==> src/rtl/gcdbist_pkg.sv <==
package gcdbist_pkg;

  typedef enum logic [2:0] {
    ST_IDLE  = 3'd0,
    ST_GEN   = 3'd1,
    ST_APPLY = 3'd2,
    ST_WAIT  = 3'd3,
    ST_CHECK = 3'd4,
    ST_DONE  = 3'd5
  } bistState_t;

  typedef struct packed {
    logic clearRun;   // sample seed/count, clear verdict and capture
    logic genStep;    // take operands from generator, advance it
    logic applyStart; // strobe the unit and the reference engine
    logic checkNow;   // compare and count the current vector
  } bistStrobe_t;

endpackage

==> src/rtl/gcdbist_lfsr.sv <==
module gcdbist_lfsr #(
  parameter int          W        = 16,
  parameter logic [15:0] TAP_MASK = 16'hB400,
  parameter logic [15:0] DEF_SEED = 16'hACE1
) (
  input  logic         clk,
  input  logic         rstN,
  input  logic         load,
  input  logic [W-1:0] seedIn,
  input  logic         step,
  output logic [W-1:0] state
);

  logic [W-1:0] tapBits;
  logic         feedBit;
  logic [W-1:0] seedUse;

  genvar gi;
  generate
    for (gi = 0; gi < W; gi++) begin : g_tap
      assign tapBits[gi] = TAP_MASK[gi] ? state[gi] : 1'b0;
    end
  endgenerate

  assign feedBit = ^tapBits;
  assign seedUse = (seedIn == '0) ? DEF_SEED[W-1:0] : seedIn;

  always_ff @(posedge clk) begin
    if (!rstN) begin
      state <= DEF_SEED[W-1:0];
    end else if (load) begin
      state <= seedUse;
    end else if (step) begin
      state <= {state[W-2:0], feedBit};
    end
  end

  AST_LFSR_NONZERO: assert property (@(posedge clk) disable iff (!rstN)
    state != '0);

endmodule

==> src/rtl/gcdbist_refgcd.sv <==
module gcdbist_refgcd #(
  parameter int OP_W = 8
) (
  input  logic            clk,
  input  logic            rstN,
  input  logic            start,
  input  logic [OP_W-1:0] opA,
  input  logic [OP_W-1:0] opB,
  output logic            busy,
  output logic [OP_W-1:0] result
);

  logic [OP_W-1:0] xReg;
  logic [OP_W-1:0] yReg;

  always_ff @(posedge clk) begin
    if (!rstN) begin
      busy   <= 1'b0;
      xReg   <= '0;
      yReg   <= '0;
      result <= '0;
    end else if (start) begin
      busy <= 1'b1;
      xReg <= opA;
      yReg <= opB;
    end else if (busy) begin
      if (yReg == '0) begin
        result <= xReg;
        busy   <= 1'b0;
      end else if (xReg == '0) begin
        result <= yReg;
        busy   <= 1'b0;
      end else if (xReg == yReg) begin
        result <= xReg;
        busy   <= 1'b0;
      end else if (xReg > yReg) begin
        xReg <= xReg - yReg;
      end else begin
        yReg <= yReg - xReg;
      end
    end
  end

  AST_REF_SHRINK: assert property (@(posedge clk) disable iff (!rstN)
    busy && !start |=> (xReg <= $past(xReg)) && (yReg <= $past(yReg)));

  AST_REF_NONZERO_RESULT: assert property (@(posedge clk) disable iff (!rstN)
    $fell(busy) && ($past(xReg) != '0 || $past(yReg) != '0) |-> result != '0);

endmodule

==> src/rtl/gcdbist_datapath.sv <==
module gcdbist_datapath
  import gcdbist_pkg::*;
#(
  parameter int          OP_W        = 8,
  parameter int          LFSR_W      = 16,
  parameter int          CNT_W       = 16,
  parameter int          DEF_VECTORS = 256,
  parameter int          WDOG_LIMIT  = 64,
  parameter logic [15:0] TAP_MASK    = 16'hB400,
  parameter logic [15:0] DEF_SEED    = 16'hACE1
) (
  input  logic              clk,
  input  logic              rstN,
  input  bistStrobe_t       strobe,
  input  logic              inWait,
  input  logic [LFSR_W-1:0] seed,
  input  logic [CNT_W-1:0]  numVectors,
  input  logic              cutDone,
  input  logic [OP_W-1:0]   cutResult,
  output logic [OP_W-1:0]   cutOpA,
  output logic [OP_W-1:0]   cutOpB,
  output logic              waitOver,
  output logic              lastVec,
  output logic              failSticky,
  output logic              wdogSticky,
  output logic [CNT_W-1:0]  vecCount,
  output logic [OP_W-1:0]   failOpA,
  output logic [OP_W-1:0]   failOpB,
  output logic [OP_W-1:0]   failExpected,
  output logic [OP_W-1:0]   failActual
);

  localparam int WD_W = $clog2(WDOG_LIMIT + 1);
  localparam logic [WD_W-1:0] WD_MAX = WD_W'(WDOG_LIMIT);
  localparam logic [CNT_W-1:0] DEF_CNT = CNT_W'(DEF_VECTORS);

  logic [LFSR_W-1:0] lfsrState;
  logic              refBusy;
  logic [OP_W-1:0]   refResult;
  logic              gotCut;
  logic [OP_W-1:0]   cutLatched;
  logic [WD_W-1:0]   wdCount;
  logic              timedOut;
  logic [CNT_W-1:0]  targetCnt;
  logic              mismatch;

  gcdbist_lfsr #(
    .W(LFSR_W), .TAP_MASK(TAP_MASK), .DEF_SEED(DEF_SEED)
  ) lfsr_i (
    .clk(clk), .rstN(rstN), .load(strobe.clearRun), .seedIn(seed),
    .step(strobe.genStep), .state(lfsrState)
  );

  gcdbist_refgcd #(.OP_W(OP_W)) ref_i (
    .clk(clk), .rstN(rstN), .start(strobe.applyStart),
    .opA(cutOpA), .opB(cutOpB), .busy(refBusy), .result(refResult)
  );

  // operand registers
  always_ff @(posedge clk) begin
    if (!rstN) begin
      cutOpA <= '0;
      cutOpB <= '0;
    end else if (strobe.genStep) begin
      cutOpA <= lfsrState[LFSR_W-1 -: OP_W];
      cutOpB <= lfsrState[OP_W-1:0];
    end
  end

  // response capture and watchdog
  assign timedOut = (wdCount == WD_MAX);

  always_ff @(posedge clk) begin
    if (!rstN) begin
      gotCut     <= 1'b0;
      cutLatched <= '0;
      wdCount    <= '0;
    end else if (strobe.applyStart) begin
      gotCut     <= 1'b0;
      cutLatched <= '0;
      wdCount    <= '0;
    end else if (inWait && !gotCut && !timedOut) begin
      if (cutDone) begin
        gotCut     <= 1'b1;
        cutLatched <= cutResult;
      end else begin
        wdCount <= wdCount + 1'b1;
      end
    end
  end

  assign waitOver = (gotCut || timedOut) && !refBusy;

  // vector counting
  always_ff @(posedge clk) begin
    if (!rstN) begin
      vecCount  <= '0;
      targetCnt <= DEF_CNT;
    end else if (strobe.clearRun) begin
      vecCount  <= '0;
      targetCnt <= (numVectors == '0) ? DEF_CNT : numVectors;
    end else if (strobe.checkNow) begin
      vecCount <= vecCount + 1'b1;
    end
  end

  assign lastVec = (vecCount == targetCnt - 1'b1);

  // comparison and first-failure capture
  assign mismatch = timedOut || (cutLatched != refResult);

  always_ff @(posedge clk) begin
    if (!rstN || strobe.clearRun) begin
      failSticky   <= 1'b0;
      wdogSticky   <= 1'b0;
      failOpA      <= '0;
      failOpB      <= '0;
      failExpected <= '0;
      failActual   <= '0;
    end else if (strobe.checkNow) begin
      if (timedOut) begin
        wdogSticky <= 1'b1;
      end
      if (mismatch) begin
        failSticky <= 1'b1;
        if (!failSticky) begin
          failOpA      <= cutOpA;
          failOpB      <= cutOpB;
          failExpected <= refResult;
          failActual   <= cutLatched;
        end
      end
    end
  end

  AST_FAIL_STICKY: assert property (@(posedge clk) disable iff (!rstN)
    failSticky && !strobe.clearRun |=> failSticky);

  AST_CAPTURE_HELD: assert property (@(posedge clk) disable iff (!rstN)
    failSticky && !strobe.clearRun |=> $stable(failOpA) && $stable(failOpB)
      && $stable(failExpected) && $stable(failActual));

  AST_OPS_STABLE: assert property (@(posedge clk) disable iff (!rstN)
    inWait |-> $stable(cutOpA) && $stable(cutOpB));

  AST_WDOG_BOUND: assert property (@(posedge clk) disable iff (!rstN)
    wdCount <= WD_MAX);

  AST_COUNT_BOUND: assert property (@(posedge clk) disable iff (!rstN)
    vecCount <= targetCnt);

endmodule

==> src/rtl/gcdbist_ctrl.sv <==
module gcdbist_ctrl
  import gcdbist_pkg::*;
(
  input  logic        clk,
  input  logic        rstN,
  input  logic        testStart,
  input  logic        waitOver,
  input  logic        lastVec,
  output bistStrobe_t strobe,
  output logic        inWait,
  output logic        cutStart,
  output logic        testDone
);

  bistState_t state;
  bistState_t nextState;
  logic       canStart;

  assign canStart = (state == ST_IDLE) || (state == ST_DONE);

  always_comb begin
    nextState = state;
    strobe    = '0;
    unique case (state)
      ST_IDLE, ST_DONE: begin
        if (testStart) begin
          strobe.clearRun = 1'b1;
          nextState       = ST_GEN;
        end
      end
      ST_GEN: begin
        strobe.genStep = 1'b1;
        nextState      = ST_APPLY;
      end
      ST_APPLY: begin
        strobe.applyStart = 1'b1;
        nextState         = ST_WAIT;
      end
      ST_WAIT: begin
        if (waitOver) nextState = ST_CHECK;
      end
      ST_CHECK: begin
        strobe.checkNow = 1'b1;
        nextState       = lastVec ? ST_DONE : ST_GEN;
      end
      default: nextState = ST_IDLE;
    endcase
  end

  always_ff @(posedge clk) begin
    if (!rstN) state <= ST_IDLE;
    else       state <= nextState;
  end

  assign inWait   = (state == ST_WAIT);
  assign cutStart = (state == ST_APPLY);
  assign testDone = (state == ST_DONE);

  AST_START_PULSE: assert property (@(posedge clk) disable iff (!rstN)
    cutStart |=> !cutStart);

  AST_RUN_BEGINS: assert property (@(posedge clk) disable iff (!rstN)
    canStart && testStart |=> !testDone && !cutStart);

  AST_DONE_HOLDS: assert property (@(posedge clk) disable iff (!rstN)
    testDone && !testStart |=> testDone);

  AST_STROBE_ONEHOT: assert property (@(posedge clk) disable iff (!rstN)
    $onehot0(strobe));

endmodule

==> src/rtl/gcdbist_top.sv <==
module gcdbist_top
  import gcdbist_pkg::*;
#(
  parameter int          OP_W        = 8,
  parameter int          LFSR_W      = 16,
  parameter int          CNT_W       = 16,
  parameter int          DEF_VECTORS = 256,
  parameter int          WDOG_LIMIT  = 64,
  parameter logic [15:0] TAP_MASK    = 16'hB400,
  parameter logic [15:0] DEF_SEED    = 16'hACE1
) (
  input  logic              clk,
  input  logic              rstN,
  input  logic              testStart,
  input  logic [LFSR_W-1:0] seed,
  input  logic [CNT_W-1:0]  numVectors,
  output logic              cutStart,
  output logic [OP_W-1:0]   cutOpA,
  output logic [OP_W-1:0]   cutOpB,
  input  logic              cutDone,
  input  logic [OP_W-1:0]   cutResult,
  output logic              testDone,
  output logic              testPass,
  output logic              testFail,
  output logic              wdogTrip,
  output logic [CNT_W-1:0]  vectorsApplied,
  output logic [OP_W-1:0]   failOpA,
  output logic [OP_W-1:0]   failOpB,
  output logic [OP_W-1:0]   failExpected,
  output logic [OP_W-1:0]   failActual
);

  bistStrobe_t strobe;
  logic        inWait;
  logic        waitOver;
  logic        lastVec;

  gcdbist_ctrl ctrl_i (
    .clk(clk), .rstN(rstN), .testStart(testStart), .waitOver(waitOver),
    .lastVec(lastVec), .strobe(strobe), .inWait(inWait),
    .cutStart(cutStart), .testDone(testDone)
  );

  gcdbist_datapath #(
    .OP_W(OP_W), .LFSR_W(LFSR_W), .CNT_W(CNT_W), .DEF_VECTORS(DEF_VECTORS),
    .WDOG_LIMIT(WDOG_LIMIT), .TAP_MASK(TAP_MASK), .DEF_SEED(DEF_SEED)
  ) dp_i (
    .clk(clk), .rstN(rstN), .strobe(strobe), .inWait(inWait), .seed(seed),
    .numVectors(numVectors), .cutDone(cutDone), .cutResult(cutResult),
    .cutOpA(cutOpA), .cutOpB(cutOpB), .waitOver(waitOver), .lastVec(lastVec),
    .failSticky(testFail), .wdogSticky(wdogTrip), .vecCount(vectorsApplied),
    .failOpA(failOpA), .failOpB(failOpB), .failExpected(failExpected),
    .failActual(failActual)
  );

  assign testPass = testDone && !testFail;

  AST_PASS_EXCLUSIVE: assert property (@(posedge clk) disable iff (!rstN)
    !(testPass && testFail));

endmodule

==> config.mk <==
export PLATFORM = sky130hd
export DESIGN_NAME = gcdbist_top
export DESIGN_NICKNAME = d
export VERILOG_FILES = /design/src/rtl/gcdbist_pkg.sv /design/src/rtl/gcdbist_lfsr.sv /design/src/rtl/gcdbist_refgcd.sv /design/src/rtl/gcdbist_datapath.sv /design/src/rtl/gcdbist_ctrl.sv /design/src/rtl/gcdbist_top.sv
export SDC_FILE = /design/constraint.sdc
export NUM_CORES = 1
export LEC_CHECK = 0
export BUFFER_PORTS_ARGS = -buffer_cell sky130_fd_sc_hd__clkbuf_2
export CAP_MARGIN = 20
export CORE_ASPECT_RATIO = 2
export CORE_MARGIN = 2
export CORE_UTILIZATION = 40
export DETAILED_ROUTE_END_ITERATION = 7
export PLACE_DENSITY_LB_ADDON = 0.2
export SYNTH_ARGS = -nofsm -noshare
export SYNTH_HDL_FRONTEND = slang
export SYNTH_SLANG_ARGS = --single-unit
==> constraint.sdc <==
create_clock -name clk -period 2.7 [get_ports clk]
set_clock_uncertainty 0.15 [all_clocks]
set_input_delay 0.27 -clock clk [delete_from_list [all_inputs] [get_ports clk]]
set_output_delay 0.27 -clock clk [all_outputs]
set_load 0.005 [all_outputs]
==> out/summary.md <==
Worst setup path
• endpoint kind of the worst setup timing path: flip-flop
• Worst EP required: 2.90 ns
• cell with the largest stage delay on the worst path: sky130_fd_sc_hd__fa_1
• critical path cell sequence: inv_1 > ha_1 > fa_1 > nor2b_1 > o21ai_1 > a21oi_2 > nor3_1 > o21ai_2 > buf_4 > o21ai_1 > a31oi_1
• WS Path Type: reg -> reg
• critical-path maximum fanout: 7
• nature of the critical path startpoint: flip-flop
• biggest cell delay along the critical path: 0.38 ns
• library cell appearing most often on the critical path: sky130_fd_sc_hd__o21ai_1
• arrival time at the worst endpoint: 2.72 ns

Yosys
• leading post-synthesis cells by cell area: sky130_fd_sc_hd__dfxtp_1, sky130_fd_sc_hd__mux2i_1, sky130_fd_sc_hd__nor2_1, sky130_fd_sc_hd__nand2_1, sky130_fd_sc_hd__xnor2_1
• ranking of synthesized cells by instance count: sky130_fd_sc_hd__dfxtp_1, sky130_fd_sc_hd__nor2_1, sky130_fd_sc_hd__nand2_1
• post-synthesis cell type with the largest combined area: sky130_fd_sc_hd__dfxtp_1
• Post-synth EDFFs: 0
• register area share after synthesis: 40.3%
• Yosys cell types: 65
• Post-synth top flop: sky130_fd_sc_hd__dfxtp_1
• number of storage elements in the synthesis netlist: 142
• Mapped Nets: 875
• warnings from Yosys: 0
• synthesized area per cell: 8.71 um^2
• area share of the largest cell type after synthesis: 40.3%
• area of the mapped netlist: 0.00706 mm^2
• most frequently used cell type in the post-synthesis netlist: sky130_fd_sc_hd__dfxtp_1
• synthesized instance count: 810
• fraction of synthesis flops using an asynchronous set or reset pin: 0%

Layout
• fin cells: 1192
• ratio of cells with drive above 1 in the final layout: 20.4%
• total number of nets in the final design: 1035
• Ant. Diodes: 0
• combined flip-flop and latch cell area: 0.00284 mm^2
• area taken by multi-input logic gates: 0.00389 mm^2
• post-layout instance area: 0.00891 mm^2
• fillcell total: 1694
• Layout area overhead: 26.3%

Global routing
• wire length of the first global-routing pass: 33.9 mm
• most used routing layer: met2
• met2 global-route usage: 45.9%
• via count of the first global-routing pass: 6567
• met1 demand-to-capacity share in global routing: 22.0%
• Congestion Overflow GR: 0
• met3 track utilization from global routing: 3.24%
• largest net degree at the start of global routing: 35
• antenna violations before repair: 0
• overall routing resource usage: 23.2%

Hold path
• path type of the worst min-delay path: in -> reg

Timing
• relative max-transition margin: 60.4%
• final setup vio count: 0
• Tcrit/Tclk final: 93.3%
• number of pins exceeding their max-slew limit in the final report: 0
• setup repair after global routing missed its margin: no
• Final TNS setup: 0 ns
• post-route minimum period: 2.52 ns
• Hold Worst Slack: 0.0204 ns
• Max Freq: 0.397 GHz
• Worst Max-Slew Pin Slew: 0.592 ns
• endpoints failing hold: 0

Floorplan
• initial core utilization: 40.9%
• Site Rows: 68
• die area: 0.0188 mm^2
• number of I/O pins: 113
• placeable core region: 0.0173 mm^2
• horizontal die dimension: 97.9 um
• Die Span Y: 192 um

Clocking
• Clock transition at path regs: 0.06 ns
• cell at the root of the clock tree: sky130_fd_sc_hd__clkbuf_16
• Bufs on Longest Clock Path: 2
• CTS tree: done
• sink count of the clock tree: 142
• # Post-CTS Setup Buffers: 0
• CTS Buf Count: 17
• worst-skew pair later-pin latency: 0.43 ns
• H-tree depth reported by CTS: 4

Drt
• ANT nets after route: 0
• total number of vias: 6462
• via-per-instance ratio: 5.42
• Pre-antenna DRT Iters: 5
• DRC errors left: 0
• post-detailed-routing wire length: 21.4 mm
• number of DRC markers after the initial detailed-route iteration: 279
• per-cell routed wire length: 18.0 um

Pwr
• internal power of the cells: 0.00464 W
• switching power as a share of total power: 32.3%
• part of the total power dissipated in the clock network: 35.5%
• power after layout: 0.00685 W
• Peak supply drop: 0.404 mV
• PD cells: 769 mW/mm^2
• power dissipated by switching net loads: 0.00221 W
• Leak: 3.75 nW
• sequential group share of total power: 36.1%
• part of the power in combinational logic: 28.4%

Outcome
• outcome: completed

Place
• dpl hpwl: 16.2 mm
• Port Buffers: 112
• cell count after placement: 1131
• placed cell areas: 0.00800 mm^2
• final weighted congestion in routability-driven placement: 0.941

Flow run
• max-cap check violation count: 0

==> cell families (layout without fill, tap and decap cells) <==
family	Yosys count	in the layout	share of synthesized area, %
mux	47	47	6.67
compound gates	164	164	15.5
simple gates	303	303	21.4
buf+inv	73	245	4.73
flops	142	142	40.3
xor+xnor	60	60	7.45
fa+ha+maj	21	21	3.94
==> metrics by stage <==
| step | setup slack (ns) | util, % |
|---|---|---|
| floorplan | 0.220 | - |
| global placement | 0.187 | 46.3 |
| detailed placement | 0.136 | 46.3 |
| CTS | 0.121 | 51.6 |
| global route | 0.00856 | 51.6 |
| finish | 0.181 | 51.6 |
==> sequential cells by signal (all words and copies together), names as in the netlist <==
signal             count
ctrl_i.state           3
dp_i.cutLatched        8
dp_i.cutOpA            8
dp_i.cutOpB            8
dp_i.failActual        8
dp_i.failExpected      8
dp_i.failOpA           8
dp_i.failOpB           8
dp_i.failSticky        1
dp_i.gotCut            1
dp_i.lfsr_i.state     16
dp_i.ref_i.busy        1
dp_i.ref_i.result      8
dp_i.ref_i.xReg        8
dp_i.ref_i.yReg        8
dp_i.targetCnt        16
dp_i.vecCount         16
dp_i.wdCount           7
dp_i.wdogSticky        1
==> path summary, 6_finish.rpt <==
path	startpoint	end	slack [ns]	depth (start not counted)
worst min-delay path	seed[13]	dp_i.lfsr_i.state[13]$_SDFFE_PN1P_	0.02	3
worst max register to register	dp_i.ref_i.xReg[0]$_SDFFE_PN0P_	dp_i.ref_i.xReg[7]$_SDFFE_PN0P_	0.18	11
worst max-delay path	dp_i.ref_i.xReg[0]$_SDFFE_PN0P_	dp_i.ref_i.xReg[7]$_SDFFE_PN0P_	0.18	11
worst min register to register	dp_i.gotCut$_SDFFE_PP0P_	dp_i.gotCut$_SDFFE_PP0P_	0.31	2
==> cell type report <==
class                           count  share of cell area (%)
Timing Repair Buffer              185                    13.4
Clock inverter                      9                    1.52
Inverter                           29                    1.22
Sequential cell                   142                    31.9
Multi-Input combinational cell    595                    43.7
Tap cell                          210                    2.95
Clock buffer                       22                    5.32
==> critical path: cells and delay by family, from the launching register on <==
| family | cells | cell delay (ns) |
|---|---|---|
| AO/OA/AOI/OAI | 5 | 0.83 |
| adder cells (fa/ha/maj) | 2 | 0.60 |
| buffers and inverters | 2 | 0.28 |
| flip-flops | 1 | 0.36 |
| AND/OR/NAND/NOR | 2 | 0.24 |
==> power by group through the flow <==
| stage | Sequential, W | Combinational, W | Clock, W |
|---|---|---|---|
| final | 0.00248 | 0.00194 | 0.00243 |
| after global routing | 0.00250 | 0.00215 | 0.00257 |
| after global placement | 0.00252 | 0.00189 | 0 |
| after CTS | 0.00248 | 0.00194 | 0.00248 |
| after floorplan | 0.00246 | 0.00130 | 0 |
| after detailed placement | 0.00252 | 0.00189 | 0 |
==> what timing repair did <==
item                                    in CTS  in global routing
endpoints found under the hold margin       30                  0
resized for setup                            0                  2
hold buffers                                30                  0
endpoints found under the setup margin       0                 11
==> per-layer routing <==
| layer | up-vias | wire [um] |
|---|---|---|
| li1 | 3143 | - |
| met1 | 3099 | 7550 |
| met2 | 163 | 12200 |
| met3 | 57 | 658 |
| met4 | 0 | 1030 |
| met5 | - | 0 |
==> cell usage in the layout, fill, tap and decap left out, types with 10 or more instances in the layout <==
cell type / netlist / final
sky130_fd_sc_hd__clkbuf_16: 0 / 17
sky130_fd_sc_hd__o21ai_0: 27 / 27
sky130_fd_sc_hd__buf_4: 5 / 42
sky130_fd_sc_hd__xnor2_1: 35 / 35
sky130_fd_sc_hd__nand3_1: 16 / 16
sky130_fd_sc_hd__nor2b_1: 17 / 17
sky130_fd_sc_hd__o21ai_1: 18 / 18
sky130_fd_sc_hd__nor2_1: 92 / 92
sky130_fd_sc_hd__a21boi_1: 12 / 12
sky130_fd_sc_hd__nor4_1: 10 / 10
sky130_fd_sc_hd__ha_1: 19 / 19
sky130_fd_sc_hd__a21oi_1: 35 / 34
sky130_fd_sc_hd__nor3_1: 10 / 10
sky130_fd_sc_hd__clkbuf_2: 0 / 112
sky130_fd_sc_hd__inv_1: 28 / 28
sky130_fd_sc_hd__o211a_1: 10 / 10
sky130_fd_sc_hd__xor2_1: 25 / 25
sky130_fd_sc_hd__dlygate4sd3_1: 0 / 30
sky130_fd_sc_hd__nand4_1: 19 / 19
sky130_fd_sc_hd__dfxtp_1: 142 / 141
sky130_fd_sc_hd__a21o_1: 11 / 11
sky130_fd_sc_hd__mux2i_1: 47 / 47
sky130_fd_sc_hd__nand2_1: 91 / 90
No activity file was read; power rests on OpenSTA's default activity.
